<file path="config.mk">
export PLATFORM = sky130hd
export DESIGN_NAME = dual_edge_frame_loader
export DESIGN_NICKNAME = d
export VERILOG_FILES = /design/src/rtl/dfl_pkg.sv /design/src/rtl/dfl_sync.sv /design/src/rtl/dfl_shifter.sv /design/src/rtl/dfl_latch_ctrl.sv /design/src/rtl/dual_edge_frame_loader.sv
export SDC_FILE = /design/constraint.sdc
export NUM_CORES = 1
export LEC_CHECK = 0
export BUFFER_PORTS_ARGS = -buffer_cell sky130_fd_sc_hd__clkbuf_2
export CAP_MARGIN = 25
export CORE_ASPECT_RATIO = 0.8
export CORE_MARGIN = 1.5
export CORE_UTILIZATION = 56
export DETAILED_ROUTE_END_ITERATION = 16
export PLACE_DENSITY = 0.8
export REMOVE_ABC_BUFFERS = 1
export SETUP_SLACK_MARGIN = 0.02
export SYNTH_ARGS = -nofsm -noshare
export SYNTH_HDL_FRONTEND = slang
export SYNTH_SLANG_ARGS = --single-unit
</file>
<file path="constraint.sdc">
create_clock -name clk -period 2.9 [get_ports clk]
set_input_delay 0.145 -clock clk [delete_from_list [all_inputs] [get_ports clk]]
set_output_delay 0.145 -clock clk [all_outputs]
set_load 0.03 [all_outputs]
</file>
<file path="src/rtl/dfl_pkg.sv">
// Package: default geometry and timing values shared by the loader modules.
package dfl_pkg;
    parameter int unsigned DEF_CMD_W       = 16;     // command word width
    parameter int unsigned DEF_WORD_W      = 16;     // channel word width
    parameter int unsigned DEF_N_CHAN      = 12;     // channel words per frame
    parameter int unsigned DEF_SYNC_STAGES = 2;      // synchronizer depth
    parameter int unsigned DEF_IDLE_CYCLES = 11001;  // >220 us at 50 MHz
    parameter int unsigned DEF_HI_MIN      = 4;      // >=70 ns high at 50 MHz
    parameter int unsigned DEF_REGEN       = 5;      // ~90-100 ns regenerated high
endpackage

</file>
<file path="src/rtl/dfl_sync.sv">
// Module: dfl_sync
// Purpose: brings one asynchronous line into the system clock domain and keeps
//          the previous synchronized level, so that the consumer can detect edges.
// Assumes: the input stays stable for at least two system clocks per level.
module dfl_sync #(
    parameter int unsigned STAGES = 2
) (
    input  logic clk,
    input  logic rst_n,
    input  logic d,
    output logic level,
    output logic prev
);
    logic [STAGES-1:0] chain;

    // Shift the asynchronous level through the synchronizer chain.
    always_ff @(posedge clk) begin
        if (!rst_n) chain <= '0;
        else        chain <= {chain[STAGES-2:0], d};
    end

    // Hold the last synchronized level for edge detection.
    always_ff @(posedge clk) begin
        if (!rst_n) prev <= 1'b0;
        else        prev <= chain[STAGES-1];
    end

    assign level = chain[STAGES-1];
endmodule

</file>
<file path="src/rtl/dfl_shifter.sv">
// Module: dfl_shifter
// Purpose: frame shift register; it moves one bit per data-clock transition and
//          registers the bit that leaves the top end for the cascade output.
// Assumes: shift_en is a single-cycle pulse per synchronized clock transition.
module dfl_shifter #(
    parameter int unsigned FRAME_W = 208
) (
    input  logic               clk,
    input  logic               rst_n,
    input  logic               shift_en,
    input  logic               bit_in,
    output logic [FRAME_W-1:0] sreg,
    output logic               tail_q
);
    // Shift in at bit 0; the oldest bit leaves at the top into tail_q.
    always_ff @(posedge clk) begin
        if (!rst_n) begin
            sreg   <= '0;
            tail_q <= 1'b0;
        end else if (shift_en) begin
            tail_q <= sreg[FRAME_W-1];
            sreg   <= {sreg[FRAME_W-2:0], bit_in};
        end
    end

    AST_SHIFT_HOLD: assert property (@(posedge clk) disable iff (!rst_n) !shift_en |=> $stable(sreg));
    AST_SHIFT_ENTRY: assert property (@(posedge clk) disable iff (!rst_n) shift_en |=> sreg[0] == $past(bit_in));
endmodule

</file>
<file path="src/rtl/dfl_latch_ctrl.sv">
// Module: dfl_latch_ctrl
// Purpose: watches for data-clock idle followed by a pulse burst on the data
//          line, issues the latch load and strobe, and regenerates the burst's
//          pulses at a fixed width for the cascade output.
// Assumes: synchronized inputs; low time between pulses is the sender's duty.
module dfl_latch_ctrl #(
    parameter int unsigned IDLE_CYCLES = 11001,
    parameter int unsigned HI_MIN      = 4,
    parameter int unsigned REGEN       = 5
) (
    input  logic clk,
    input  logic rst_n,
    input  logic clk_edge,
    input  logic din_level,
    input  logic din_prev,
    output logic load_now,
    output logic strobe,
    output logic regen_mode,
    output logic regen_high
);
    localparam int unsigned IDLE_W = $clog2(IDLE_CYCLES + 1);
    localparam int unsigned HI_W   = $clog2(HI_MIN + 1);
    localparam int unsigned RG_W   = $clog2(REGEN + 1);
    localparam logic [IDLE_W-1:0] IDLE_V = IDLE_W'(IDLE_CYCLES);
    localparam logic [HI_W-1:0]   HI_V   = HI_W'(HI_MIN);
    localparam logic [RG_W-1:0]   RG_V   = RG_W'(REGEN);

    logic [IDLE_W-1:0] idle_cnt;
    logic [HI_W-1:0]   hi_cnt;
    logic [RG_W-1:0]   regen_cnt;
    logic [1:0]        pulse_cnt;
    logic              spent;
    logic              at_idle, armed, hi_ok, din_rise, din_fall;

    assign at_idle  = (idle_cnt == IDLE_V);
    assign armed    = at_idle && !spent;
    assign hi_ok    = (hi_cnt >= HI_V);
    assign din_rise = din_level && !din_prev;
    assign din_fall = !din_level && din_prev;
    assign load_now = armed && !clk_edge && din_fall && hi_ok && (pulse_cnt == 2'd1);

    // Count system clocks since the last data-clock transition, saturating.
    always_ff @(posedge clk) begin
        if (!rst_n)        idle_cnt <= '0;
        else if (clk_edge) idle_cnt <= '0;
        else if (!at_idle) idle_cnt <= idle_cnt + 1'b1;
    end

    // Measure the current high time of the data line, saturating at the minimum.
    always_ff @(posedge clk) begin
        if (!rst_n)          hi_cnt <= '0;
        else if (!din_level) hi_cnt <= '0;
        else if (!hi_ok)     hi_cnt <= hi_cnt + 1'b1;
    end

    // Track qualifying falls; finish or abort the sequence.
    always_ff @(posedge clk) begin
        if (!rst_n) begin
            pulse_cnt <= 2'd0;
            spent     <= 1'b0;
        end else if (clk_edge) begin
            pulse_cnt <= 2'd0;
            spent     <= 1'b0;
        end else if (armed && din_fall) begin
            if (!hi_ok || pulse_cnt == 2'd3) begin
                pulse_cnt <= 2'd0;
                spent     <= 1'b1;
            end else begin
                pulse_cnt <= pulse_cnt + 2'd1;
            end
        end
    end

    // Register the one-cycle latch strobe.
    always_ff @(posedge clk) begin
        if (!rst_n) strobe <= 1'b0;
        else        strobe <= load_now;
    end

    // Produce a fixed-width pulse for each data-line rise while idle.
    always_ff @(posedge clk) begin
        if (!rst_n)                  regen_cnt <= '0;
        else if (at_idle && din_rise) regen_cnt <= RG_V;
        else if (regen_cnt != '0)    regen_cnt <= regen_cnt - 1'b1;
    end

    assign regen_mode = at_idle;
    assign regen_high = (regen_cnt != '0);

    AST_IDLE_RESTART: assert property (@(posedge clk) disable iff (!rst_n) clk_edge |=> idle_cnt == '0);
    AST_STROBE_AFTER_IDLE: assert property (@(posedge clk) disable iff (!rst_n) strobe |-> $past(at_idle));
    AST_STROBE_SINGLE: assert property (@(posedge clk) disable iff (!rst_n) strobe |=> !strobe);
    AST_SHORT_ABORTS: assert property (@(posedge clk) disable iff (!rst_n) (armed && din_fall && !hi_ok && !clk_edge) |=> !armed);
    AST_REGEN_FROM_RISE: assert property (@(posedge clk) disable iff (!rst_n) $rose(regen_high) |-> $past(din_rise));
endmodule

</file>
<file path="src/rtl/dual_edge_frame_loader.sv">
// Module: dual_edge_frame_loader
// Purpose: top of the serial frame loader; synchronizes the data clock and data
//          line, shifts frames on both clock edges, holds the command and
//          channel latches, and drives the cascade outputs.
// Assumes: data clock and data line are slow against clk (several clocks per level).
module dual_edge_frame_loader
    import dfl_pkg::*;
#(
    parameter int unsigned CMD_W       = DEF_CMD_W,
    parameter int unsigned WORD_W      = DEF_WORD_W,
    parameter int unsigned N_CHAN      = DEF_N_CHAN,
    parameter int unsigned SYNC_STAGES = DEF_SYNC_STAGES,
    parameter int unsigned IDLE_CYCLES = DEF_IDLE_CYCLES,
    parameter int unsigned HI_MIN      = DEF_HI_MIN,
    parameter int unsigned REGEN       = DEF_REGEN,
    localparam int unsigned GS_W       = WORD_W * N_CHAN,
    localparam int unsigned FRAME_W    = CMD_W + GS_W
) (
    input  logic            clk,
    input  logic            rst_n,
    input  logic            dclk_in,
    input  logic            din,
    output logic            dclk_out,
    output logic            sdo,
    output logic            latch_strobe,
    output logic [CMD_W-1:0] cmd_word,
    output logic [GS_W-1:0]  gs_data
);
    logic               ck_level, ck_prev, d_level, d_prev, ck_edge;
    logic [FRAME_W-1:0] sreg;
    logic               sdo_shift, load_now, regen_mode, regen_high;

    dfl_sync #(.STAGES(SYNC_STAGES)) u_sync_clk (
        .clk(clk), .rst_n(rst_n), .d(dclk_in), .level(ck_level), .prev(ck_prev));

    dfl_sync #(.STAGES(SYNC_STAGES)) u_sync_din (
        .clk(clk), .rst_n(rst_n), .d(din), .level(d_level), .prev(d_prev));

    assign ck_edge = ck_level ^ ck_prev;

    dfl_shifter #(.FRAME_W(FRAME_W)) u_shift (
        .clk(clk), .rst_n(rst_n), .shift_en(ck_edge), .bit_in(d_level),
        .sreg(sreg), .tail_q(sdo_shift));

    dfl_latch_ctrl #(.IDLE_CYCLES(IDLE_CYCLES), .HI_MIN(HI_MIN), .REGEN(REGEN)) u_ctrl (
        .clk(clk), .rst_n(rst_n), .clk_edge(ck_edge), .din_level(d_level),
        .din_prev(d_prev), .load_now(load_now), .strobe(latch_strobe),
        .regen_mode(regen_mode), .regen_high(regen_high));

    // Load command and channel latches from the frame register.
    always_ff @(posedge clk) begin
        if (!rst_n) begin
            cmd_word <= '0;
            gs_data  <= '0;
        end else if (load_now) begin
            cmd_word <= sreg[FRAME_W-1 -: CMD_W];
            gs_data  <= sreg[GS_W-1:0];
        end
    end

    // Forward the data clock one cycle behind the shifted-out bit.
    always_ff @(posedge clk) begin
        if (!rst_n) dclk_out <= 1'b0;
        else        dclk_out <= ck_prev;
    end

    assign sdo = regen_mode ? regen_high : sdo_shift;

    AST_LATCH_HOLD: assert property (@(posedge clk) disable iff (!rst_n) !latch_strobe |-> ($stable(cmd_word) && $stable(gs_data)));
    AST_CMD_FROM_TOP: assert property (@(posedge clk) disable iff (!rst_n) latch_strobe |-> cmd_word == $past(sreg[FRAME_W-1 -: CMD_W]));
    AST_GS_FROM_LOW: assert property (@(posedge clk) disable iff (!rst_n) latch_strobe |-> gs_data == $past(sreg[GS_W-1:0]));
endmodule

</file>
### Word level (Yosys, flattened, before mapping)

Index checks and enable logic that the tools add are counted.

| word-level totals | value |
|---|---|
| bits in writable memories | 0 |
| input bits | 4 |
| ROM bits | 0 |
| bits in latches | 0 |
| memories kept | 0 |
| register bits after elaboration | 448 |

| cells by class | value |
|---|---|
| add/sub/neg operators | 4 |
| eq/ne operators | 3 |
| mux-type cells | 4 |
| shifts and indexed selects | 0 |
| divide/modulo/power cells | 0 |
| $lt $le $gt $ge | 1 |
| multipliers | 0 |
| reductions and logical operators | 21 |
| bitwise operators | 2 |

Operators by type and width:

| cell | number |
|---|---|
| $add A14 B1 Y14 const B | 1 |
| $eq A14 B14 Y1 const B | 1 |
| $logic_and A1 B1 Y1 | 9 |
| $mux W3 | 2 |
| $logic_not A1 Y1 | 5 |
| $reduce_and A2 Y1 | 2 |
| $reduce_or A2 Y1 | 2 |
| $add A3 B1 Y3 const B | 1 |
| $ge A3 B3 Y1 const B | 1 |
| $reduce_bool A3 Y1 | 1 |
| $sub A3 B1 Y3 const B | 1 |
| $add A2 B1 Y2 const B | 1 |
| $eq A2 B1 Y1 const B | 1 |
| $eq A2 B2 Y1 const B | 1 |
| $mux W2 | 1 |
| $reduce_bool A2 Y1 | 1 |
| $logic_or A1 B1 Y1 | 1 |
| $mux W1 | 1 |
| $not A1 Y1 | 1 |
| $xor A1 B1 Y1 | 1 |

### Longest topological paths before layout

Gate-level depths: netlist of run 1.

| logic depth | value |
|---|---|
| word-level depth | 6 |
| depth in mapped cells | 9 |
| mapped depth without buffers | 6 |

### By module

Synthesis of run 1 repeated with hierarchy kept, for this count alone.

| second synthesis, totals | value |
|---|---|
| cell total of the unflattened synthesis | 1487 |
| area, all modules | 17020.1 um^2 |

Modules (own cells, without submodules):

| module | times used | area an instance (um^2) | cells each |
|---|---|---|---|
| dual_edge_frame_loader | 1 | 7910.1 | 674 |
| dfl_shifter | 1 | 7822.5 | 673 |
| dfl_latch_ctrl | 1 | 1129.8 | 128 |
| dfl_sync | 2 | 78.8 | 6 |

### Worst setup path before layout of run 1

Ideal clock, no wire load.

| timing path | value |
|---|---|
| kind | register to register |
| start | reg u_ctrl.idle_cnt[0] |
| end | reg u_ctrl.pulse_cnt[1] |
| period minus slack after synthesis | 1716 ps |
| required time | 2828 ps |
| buffers on the path | 1 |
| library setup time | 72 ps |
| arrival | 1644 ps |
| slack | 1184 ps |
| stages on the path, launching flop included | 7 |
| cell sequence | dfxtp_1 ha_1 and4bb_2 nand4_2 buf_2 or4_1 a21oi_1 |

| between the ends | value |
|---|---|
| word-level cells in the longest chain between the ends | 3 |

Ends and longest elaborated chain:

| element | RTL line | RTL |
|---|---|---|
| start: declaration | dfl_latch_ctrl.sv:28 | `logic [IDLE_W-1:0] idle_cnt;` |
| start signal: assignment | dfl_latch_ctrl.sv:46 | `else if (!at_idle) idle_cnt <= idle_cnt + 1'b1;` |
| $eq A14 B14 Y1 | dfl_latch_ctrl.sv:35 | `assign at_idle = (idle_cnt == IDLE_V);` |
| $logic_and A1 B1 Y1 | dfl_latch_ctrl.sv:36 | `assign armed = at_idle && !spent;` |
| $logic_and A1 B1 Y1 | dfl_latch_ctrl.sv:64 | `end else if (armed && din_fall) begin` |
| end signal: assignment | dfl_latch_ctrl.sv:69 | `pulse_cnt <= pulse_cnt + 2'd1;` |
| end: declaration | dfl_latch_ctrl.sv:31 | `logic [1:0] pulse_cnt;` |

Every way passes these cells.
A chain may end at the register's enable or synchronous reset.

### Final worst setup path of run 1

| timing path | value |
|---|---|
| start | reg u_ctrl.idle_cnt[4] |
| end | out sdo |

| between the ends | value |
|---|---|
| word-level cells in the longest chain between the ends | 2 |

Ends and longest elaborated chain:

| element | RTL line | RTL |
|---|---|---|
| $eq A14 B14 Y1 | dfl_latch_ctrl.sv:35 |  |
| $mux W1 | dual_edge_frame_loader.sv:67 | `assign sdo = regen_mode ? regen_high : sdo_shift;` |
| end: declaration | dual_edge_frame_loader.sv:24 | `output logic sdo,` |

Every way passes these cells.

==> key figures, run 1 <==
Clock network
  • Resized Gates After CTS: 0
  • CTS tree: built
  • Setup Buffers After CTS: 0
  • Post-cts hold buffer count: 2
  • Worst-skew pair later-pin latency: 0.54 ns
  • # clock sinks: roughly 450
  • Clock root cell: clkbuf_16
  • CTS Buf Count: 43
  • CTS H-tree depth: 2
  • Clock buffer depth: 3
  • Clock-pin slew on the worst setup and hold paths: roughly 0.060 ns

Drt
  • Initial DRC count: between 1,000 and 1,500
  • Routed WL: 40.4 mm
  • Drt first pass iters: 5
  • DR vias: 14,277
  • Vias per Instance: 5.63
  • DRC: 0
  • Post-route ant nets: 0
  • WL/cell: 15.9 um

Setup path
  • Crit Path Category: register to output port
  • Max incr delay on CP: 0.46 ns
  • Critical-path top delay cell: mux2_2
  • Crit-path cells: and4_1 -> nand4_1 -> mux2_2 -> clkbuf_2
  • Crit path max fanout: 7
  • Setup crit end kind: output port
  • Crit start category: register
  • Worst Path Arrival: between 2 and 2.5 ns
  • Delay-heaviest family, CP: simple AND/OR/NAND/NOR gates
  • Number of buffer and inverter stages on the critical path: 1
  • Worst path required time: approximately 2.8 ns

Yosys
  • Synth area leader: dfxtp_1
  • Top cell type's share of synthesized area: 0.518
  • Synth cell types: 40
  • Post-Syn Instances: 1,996
  • Mapped Area: 0.0173 mm^2
  • Sequential-to-total area share from yosys stat: 0.518
  • Post-synth EDFFs: 0
  • Asr flop ratio synth: 0
  • Commonest cells in the netlist: dfxtp_1, nand2_1, a21boi_0
  • Ys flop type: dfxtp_1
  • Top-count cell post-synth: dfxtp_1
  • Number of synthesized register bits: 448
  • Synth area leaders: dfxtp_1, a21boi_0, nand2_1, nand3_1, o21ai_0
  • Synth Warn #: 0
  • Synth Area per Inst: a little under 9 um^2

STA
  • Setup violations, final: 0
  • Max-slew headroom: 0.419
  • Worst slew pin tran: between 0.8 and 0.9 ns
  • RSZ-0062 raised after global routing: no
  • Fmax: about 380 MHz
  • Final Cycle Share: 0.907
  • Final Slew Violations: 0
  • Post-route setup TNS: 0 ns
  • Post-route minimum period: between 2 and 3 ns
  • Hold Fails Final Rpt: 0
  • Worst clock skew: 0.0114 ns

Power and ir drop
  • Maximum vdd drop: 476 uV
  • Gate power share: 0.025
  • Sw Share: 0.205
  • Pwr Density: 611 mW/mm^2
  • Sequential Power Share: 0.508
  • Switching power: 2.49 mW
  • P_leak: 6.90 nW
  • Clk pwr share: 0.467
  • Cell Int Power: 9.65 mW

GRT
  • Initial antenna violation count: 0
  • Gr ovfl total: 0
  • Total Routing Usage GR: 0.251
  • Pin count of the biggest net entering global routing: 209
  • Vias in the first global route: 13,401
  • First-pass GRT wire length: about 67 mm

Cells and area
  • Layout cells sized above 1: 0.145
  • Antenna fix cells: 0
  • Fin util: 0.654
  • Area delta synth->final: 14.9%
  • Final Cell Area: 0.0199 mm^2
  • Final nets: 2,105

Floorplanning
  • # rows: 57
  • Starting Density: 0.569
  • Die Area: 0.0320 mm^2
  • Die Span Y: 160 um
  • Die W: 200 um
  • Core area: 0.0304 mm^2
  • I/O pin total: ~220

Hold path
  • Worst min-delay path category: primary input to register

Placed design
  • Post-DP HPWL: approximately 23 mm
  • Placed inst area: around 0.018 mm^2
  • Final RePlAce weighted congestion: between 0.7 and 0.8
  • PortBufs: between 200 and 250

Job
  • Max_cap viols: 0

Outcome
  • Status: finished, final reports clean
[registers in the layout (all words and copies together), names as in the netlist, 2 cells and up]
register,flops
cmd_word,16
gs_data,192
u_ctrl.hi_cnt,3
u_ctrl.idle_cnt,14
u_ctrl.pulse_cnt,2
u_ctrl.regen_cnt,3
u_shift.sreg,208
u_sync_clk.chain,2
u_sync_din.chain,2
[power by group through the flow]
| stage | logic, mW | registers (mW) | clock network (mW) |
|---|---|---|---|
| 2_1_floorplan | 0.159 | 6.31 | 0 |
| 3_3_place_gp | 0.301 | 6.31 | 0 |
| 3_5_place_dp | 0.303 | 6.31 | 0 |
| 4_1_cts | 0.306 | 6.17 | 5.78 |
| 5_1_grt | 0.330 | 6.17 | 6.06 |
| 6_report | 0.304 | 6.17 | 5.67 |
[metal layers]
| layer | routed length, um | track usage | up-vias |
|---|---|---|---|
| li1 | - | - | 6981 |
| met1 | 19000 | 0.362 | 6870 |
| met2 | 18400 | 0.391 | 367 |
| met3 | 2210 | 0.0376 | 59 |
| met4 | 787 | 0.0677 | 0 |
| met5 | 0 | 0 | - |
[kinds of logic (layout without fill, tap and decap cells)]
kind of cell,after synthesis,in the layout,synth area share
AND/OR/NAND/NOR,690,690,0.173
AO/OA/AOI/OAI,639,639,0.246
flip-flops,448,448,0.518
buffers and inverters,195,320,0.0489
XOR/XNOR,14,14,0.00709
adder cells (fa/ha/maj),8,8,0.00579
multiplexers,2,2,0.00123
[cell type report]
cell class | instances | area [um^2]
Clock inverter | 9 | 151
Multi-Input combinational cell | 1353 | 7530
Sequential cell | 448 | 8970
Clock buffer | 64 | 1280
Tap cell | 413 | 517
Inverter | 8 | 30.0
Fill cell | 2538 | 10500
Timing Repair Buffer | 239 | 1400
[cell usage in the layout, fill, tap and decap left out, types with 3 or more instances in the layout]
master / n
clkbuf_2: 213
a21boi_0: 298
dfxtp_1: 448
a21oi_1: 6
xor2_1: 8
xnor2_1: 4
clkbuf_8: 8
nand2b_1: 3
clkinv_2: 3
nor2_1: 18
nand2_1: 423
a21boi_1: 118
ha_1: 8
o21ai_0: 212
clkbuf_16: 45
and2_1: 7
buf_12: 10
inv_1: 8
buf_4: 13
nand4_1: 4
bufinv_16: 4
nor3b_1: 3
clkbuf_1: 11
nand3_1: 212
[through the flow]
step | hold slack, ns | cells | worst slack (ns) | power (mW)
floorplan | 0.262 | 1809 | -10.63 | 6.46
global placement | 0.402 | 2459 | 0.722 | 6.61
detailed placement | 0.403 | 2459 | 0.608 | 6.61
CTS | 0.136 | 2534 | 0.277 | 12.3
global route | 0.167 | 2534 | 0.101 | 12.6
finish | 0.113 | 2534 | 0.270 | 12.1
[final timing paths]
| kind | start | end | slack [ns] | depth (start not counted) |
|---|---|---|---|---|
| max | u_ctrl.idle_cnt[4]$_SDFFE_PP0P_ | sdo | 0.27 | 4 |
| min reg2reg | u_sync_din.chain[0]$_SDFF_PN0_ | u_sync_din.chain[1]$_SDFF_PN0_ | 0.45 | 1 |
| max reg2reg | u_ctrl.idle_cnt[0]$_SDFFE_PP0P_ | gs_data[22]$_SDFFE_PN0P_ | 0.58 | 6 |
| min | rst_n | gs_data[82]$_SDFFE_PN0P_ | 0.11 | 2 |
[worst reg2reg max path: stages (launching register included)]
cell and delay [ns]:
dfxtp_1 0.42, ha_1 0.19, and4bb_2 0.28, and4_4 0.57
buf_12 0.41, nand3_1 0.20, a21boi_0 0.19
Note: power is estimated with default switching activity, not from simulation.
==> run 2: changes to the inputs <==
CORE_ASPECT_RATIO = unset   (was 0.8)
==> run 2 against run 1 <==
  * Largest cell class unchanged
  * First-iteration DRC count is 11% higher
  * Hold slack worse by 0.025 ns
  * Largest power group unchanged
  * Register-to-register slack worse by 0.02 ns
  * Design area decreased by 0.20%
  * Clock skew rose by 0.0096 ns
==> key figures, run 2 (synthesized netlist as in run 1, its figures left out) <==
Outcome
  • Status: finished, final reports clean (unchanged)

Floorplanning
  • Core area: 0.0305 mm^2 (was 0.0304 mm^2)
  • # rows: 64 (was 57)
  • Die Area: 0.0320 mm^2 (about the same)
  • Die Span Y: 179 um (was 160 um)
  • Starting Density: 0.567 (was 0.569)
  • Die W: 179 um (was 200 um)
  • I/O pin total: 215 (unchanged)

GRT
  • Vias in the first global route: 12,864 (was 13,401)
  • First-pass GRT wire length: 64.3 mm (was 67.0 mm)
  • Total Routing Usage GR: 0.241 (was 0.251)
  • Initial antenna violation count: 0 (unchanged)
  • Pin count of the biggest net entering global routing: 207 (was 209)
  • Gr ovfl total: 0 (unchanged)

Drt
  • Drt first pass iters: 7 (was 5)
  • WL/cell: 15.7 um (was 15.9 um)
  • Routed WL: 39.5 mm (was 40.4 mm)
  • DR vias: 14,101 (was 14,277)
  • Vias per Instance: 5.62 (was 5.63)
  • Initial DRC count: 1,254 (was 1,131)
  • Post-route ant nets: 0 (unchanged)
  • DRC: 0 (unchanged)

Setup path
  • Max incr delay on CP: 0.43 ns (was 0.46 ns)
  • Number of buffer and inverter stages on the critical path: 1 (unchanged)
  • Crit Path Category: register to output port (unchanged)
  • Worst-case reg-to-reg path depth: 6 (unchanged)
  • Crit start category: register (unchanged)
  • Crit-path cells: ha_1 -> and4bb_2 -> nand4_1 -> mux2_2 -> clkbuf_2 (was and4_1 -> nand4_1 -> mux2_2 -> clkbuf_2)
  • Delay-heaviest family, CP: simple AND/OR/NAND/NOR gates (unchanged)
  • Worst path required time: 2.76 ns (about the same)
  • Crit path max fanout: 7 (unchanged)
  • Critical-path top delay cell: dfxtp_1 (was mux2_2)
  • Number of cells on the critical path: 5 (was 4)
  • Setup crit end kind: output port (unchanged)
  • Worst Path Arrival: 2.36 ns (was 2.49 ns)

Job
  • Max_cap viols: 0 (unchanged)

Cells and area
  • Antenna fix cells: 0 (unchanged)
  • Fin util: 0.650 (was 0.654)
  • Final nets: 2,099 (was 2,105)
  • Largest regs: u_shift.sreg (208), gs_data (192), cmd_word (16) (unchanged)
  • Layout cells sized above 1: 0.143 (was 0.145)
  • Final Cell Area: 0.0198 mm^2 (was 0.0199 mm^2)
  • Largest Register: u_shift.sreg (unchanged)
  • Area delta synth->final: 14.7% (was 14.9%)
  • Commonest non-fill, non-tap cell in the layout: dfxtp_1 (unchanged)
  • Commonest cells after routing, fill and taps aside: dfxtp_1, nand2_1, a21boi_0 (unchanged)
  • Number of flip-flops in the largest register: 208 (unchanged)
  • Finished Layout Cells: 2,511 (was 2,534)

STA
  • Worst clock skew: 0.0209 ns (was 0.0114 ns)
  • Hold Fails Final Rpt: 0 (unchanged)
  • RSZ-0062 raised after global routing: no (unchanged)
  • Final Cycle Share: 0.865 (was 0.907)
  • Final Slew Violations: 0 (unchanged)
  • Setup violations, final: 0 (unchanged)
  • Max-slew headroom: 0.377 (was 0.419)
  • Post-route minimum period: 2.51 ns (was 2.63 ns)
  • Fmax: 399 MHz (was 380 MHz)
  • Worst slew pin tran: 0.934 ns (was 0.872 ns)
  • PnR worst setup slack: 0.392 ns (was 0.270 ns)

Placed design
  • Post-DP HPWL: 21.4 mm (was 23.4 mm)
  • Worst slack at placement: 0.628 ns (was 0.608 ns)
  • PortBufs: 214 (unchanged)
  • Final RePlAce weighted congestion: 0.769 (was 0.783)
  • Post-Place Cells: 2,435 (was 2,459)
  • Placed inst area: 0.0184 mm^2 (about the same)

Power and ir drop
  • Design Power: 12.2 mW (was 12.1 mW)
  • Clk pwr share: 0.467 (about the same)
  • Sw Share: 0.206 (was 0.205)
  • Pwr Density: 613 mW/mm^2 (was 611 mW/mm^2)
  • Switching power: 2.51 mW (was 2.49 mW)
  • Sequential Power Share: 0.507 (was 0.508)
  • Cell Int Power: 9.66 mW (was 9.65 mW)
  • P_leak: 6.89 nW (was 6.90 nW)
  • Maximum vdd drop: 392 uV (was 476 uV)
  • Gate power share: 0.025 (about the same)

Clock network
  • # clock sinks: 448 (unchanged)
  • CTS tree: built (unchanged)
  • Clock root cell: clkbuf_16 (unchanged)
  • Clock-pin slew on the worst setup and hold paths: 0.06 ns (about the same)
  • Worst-skew pair later-pin latency: 0.53 ns (was 0.54 ns)
  • Setup Buffers After CTS: 0 (unchanged)
  • CTS Buf Count: 44 (was 43)
  • Resized Gates After CTS: 0 (unchanged)
  • CTS H-tree depth: 2 (unchanged)
  • Clock buffer depth: 3 (unchanged)
  • Post-cts hold buffer count: 2 (unchanged)

Hold path
  • Hold Path Depth: 2 (unchanged)
  • Worst min-delay path category: primary input to register (unchanged)
## run 2: cell count changes in the layout (fill, tap and decap cells not counted), sizes merged
cell	before	now
clkinv	3	4
clkbuf	277	276
inv	9	10
buf	24	17
## run 2: path summary, 6_finish.rpt
kind | start | to | slack [ns]
min reg2reg | gs_data[120]$_SDFFE_PN0P_ | gs_data[120]$_SDFFE_PN0P_ | 0.47
max | u_ctrl.idle_cnt[0]$_SDFFE_PP0P_ | sdo | 0.39
min | rst_n | u_ctrl.regen_cnt[2]$_SDFFE_PN0P_ | 0.09
max reg2reg | u_ctrl.idle_cnt[0]$_SDFFE_PP0P_ | gs_data[5]$_SDFFE_PN0P_ | 0.56
## run 2: cell type report
class / instances / area [um^2]
fillers: 2522 / 10700
flip-flops and latches: 448 / 8970
multi-input cells: 1353 / 7530
repair buffers: 232 / 1370
clock buffers: 63 / 1270
well taps: 396 / 495
clock inverters: 11 / 165
inverters: 8 / 30.0
## run 2: worst reg2reg max path, delay by kind of cell, from the launching register on
kind	cells	cell delay, ns
simple gates	3	1.09
compound gates	1	0.20
fa+ha+maj	1	0.18
flops	1	0.43
buf+inv	1	0.36
## run 2: metrics by stage
step / setup TNS [ns] / hold slack [ns]
after floorplan: -3532.20 / 0.262
after global placement: 0 / 0.354
after detailed placement: 0 / 0.360
after CTS: 0 / 0.0597
after global routing: 0 / 0.105
final: 0 / 0.0879
## run 2: power groups by stage
stage	clock [mW]	combinational, mW	sequential, mW
after floorplan	0	0.159	6.31
after global placement	0	0.305	6.31
after detailed placement	0	0.306	6.31
after CTS	5.79	0.309	6.17
after global routing	6.04	0.329	6.17
final	5.69	0.307	6.17
## run 2: layer usage
layer	vias up	GRT usage	part of all wire
met4	0	0.0837	0.026
met5	-	0	0
met2	346	0.391	0.47
met1	6718	0.326	0.46
li1	6964	-	-
met3	73	0.0360	0.045
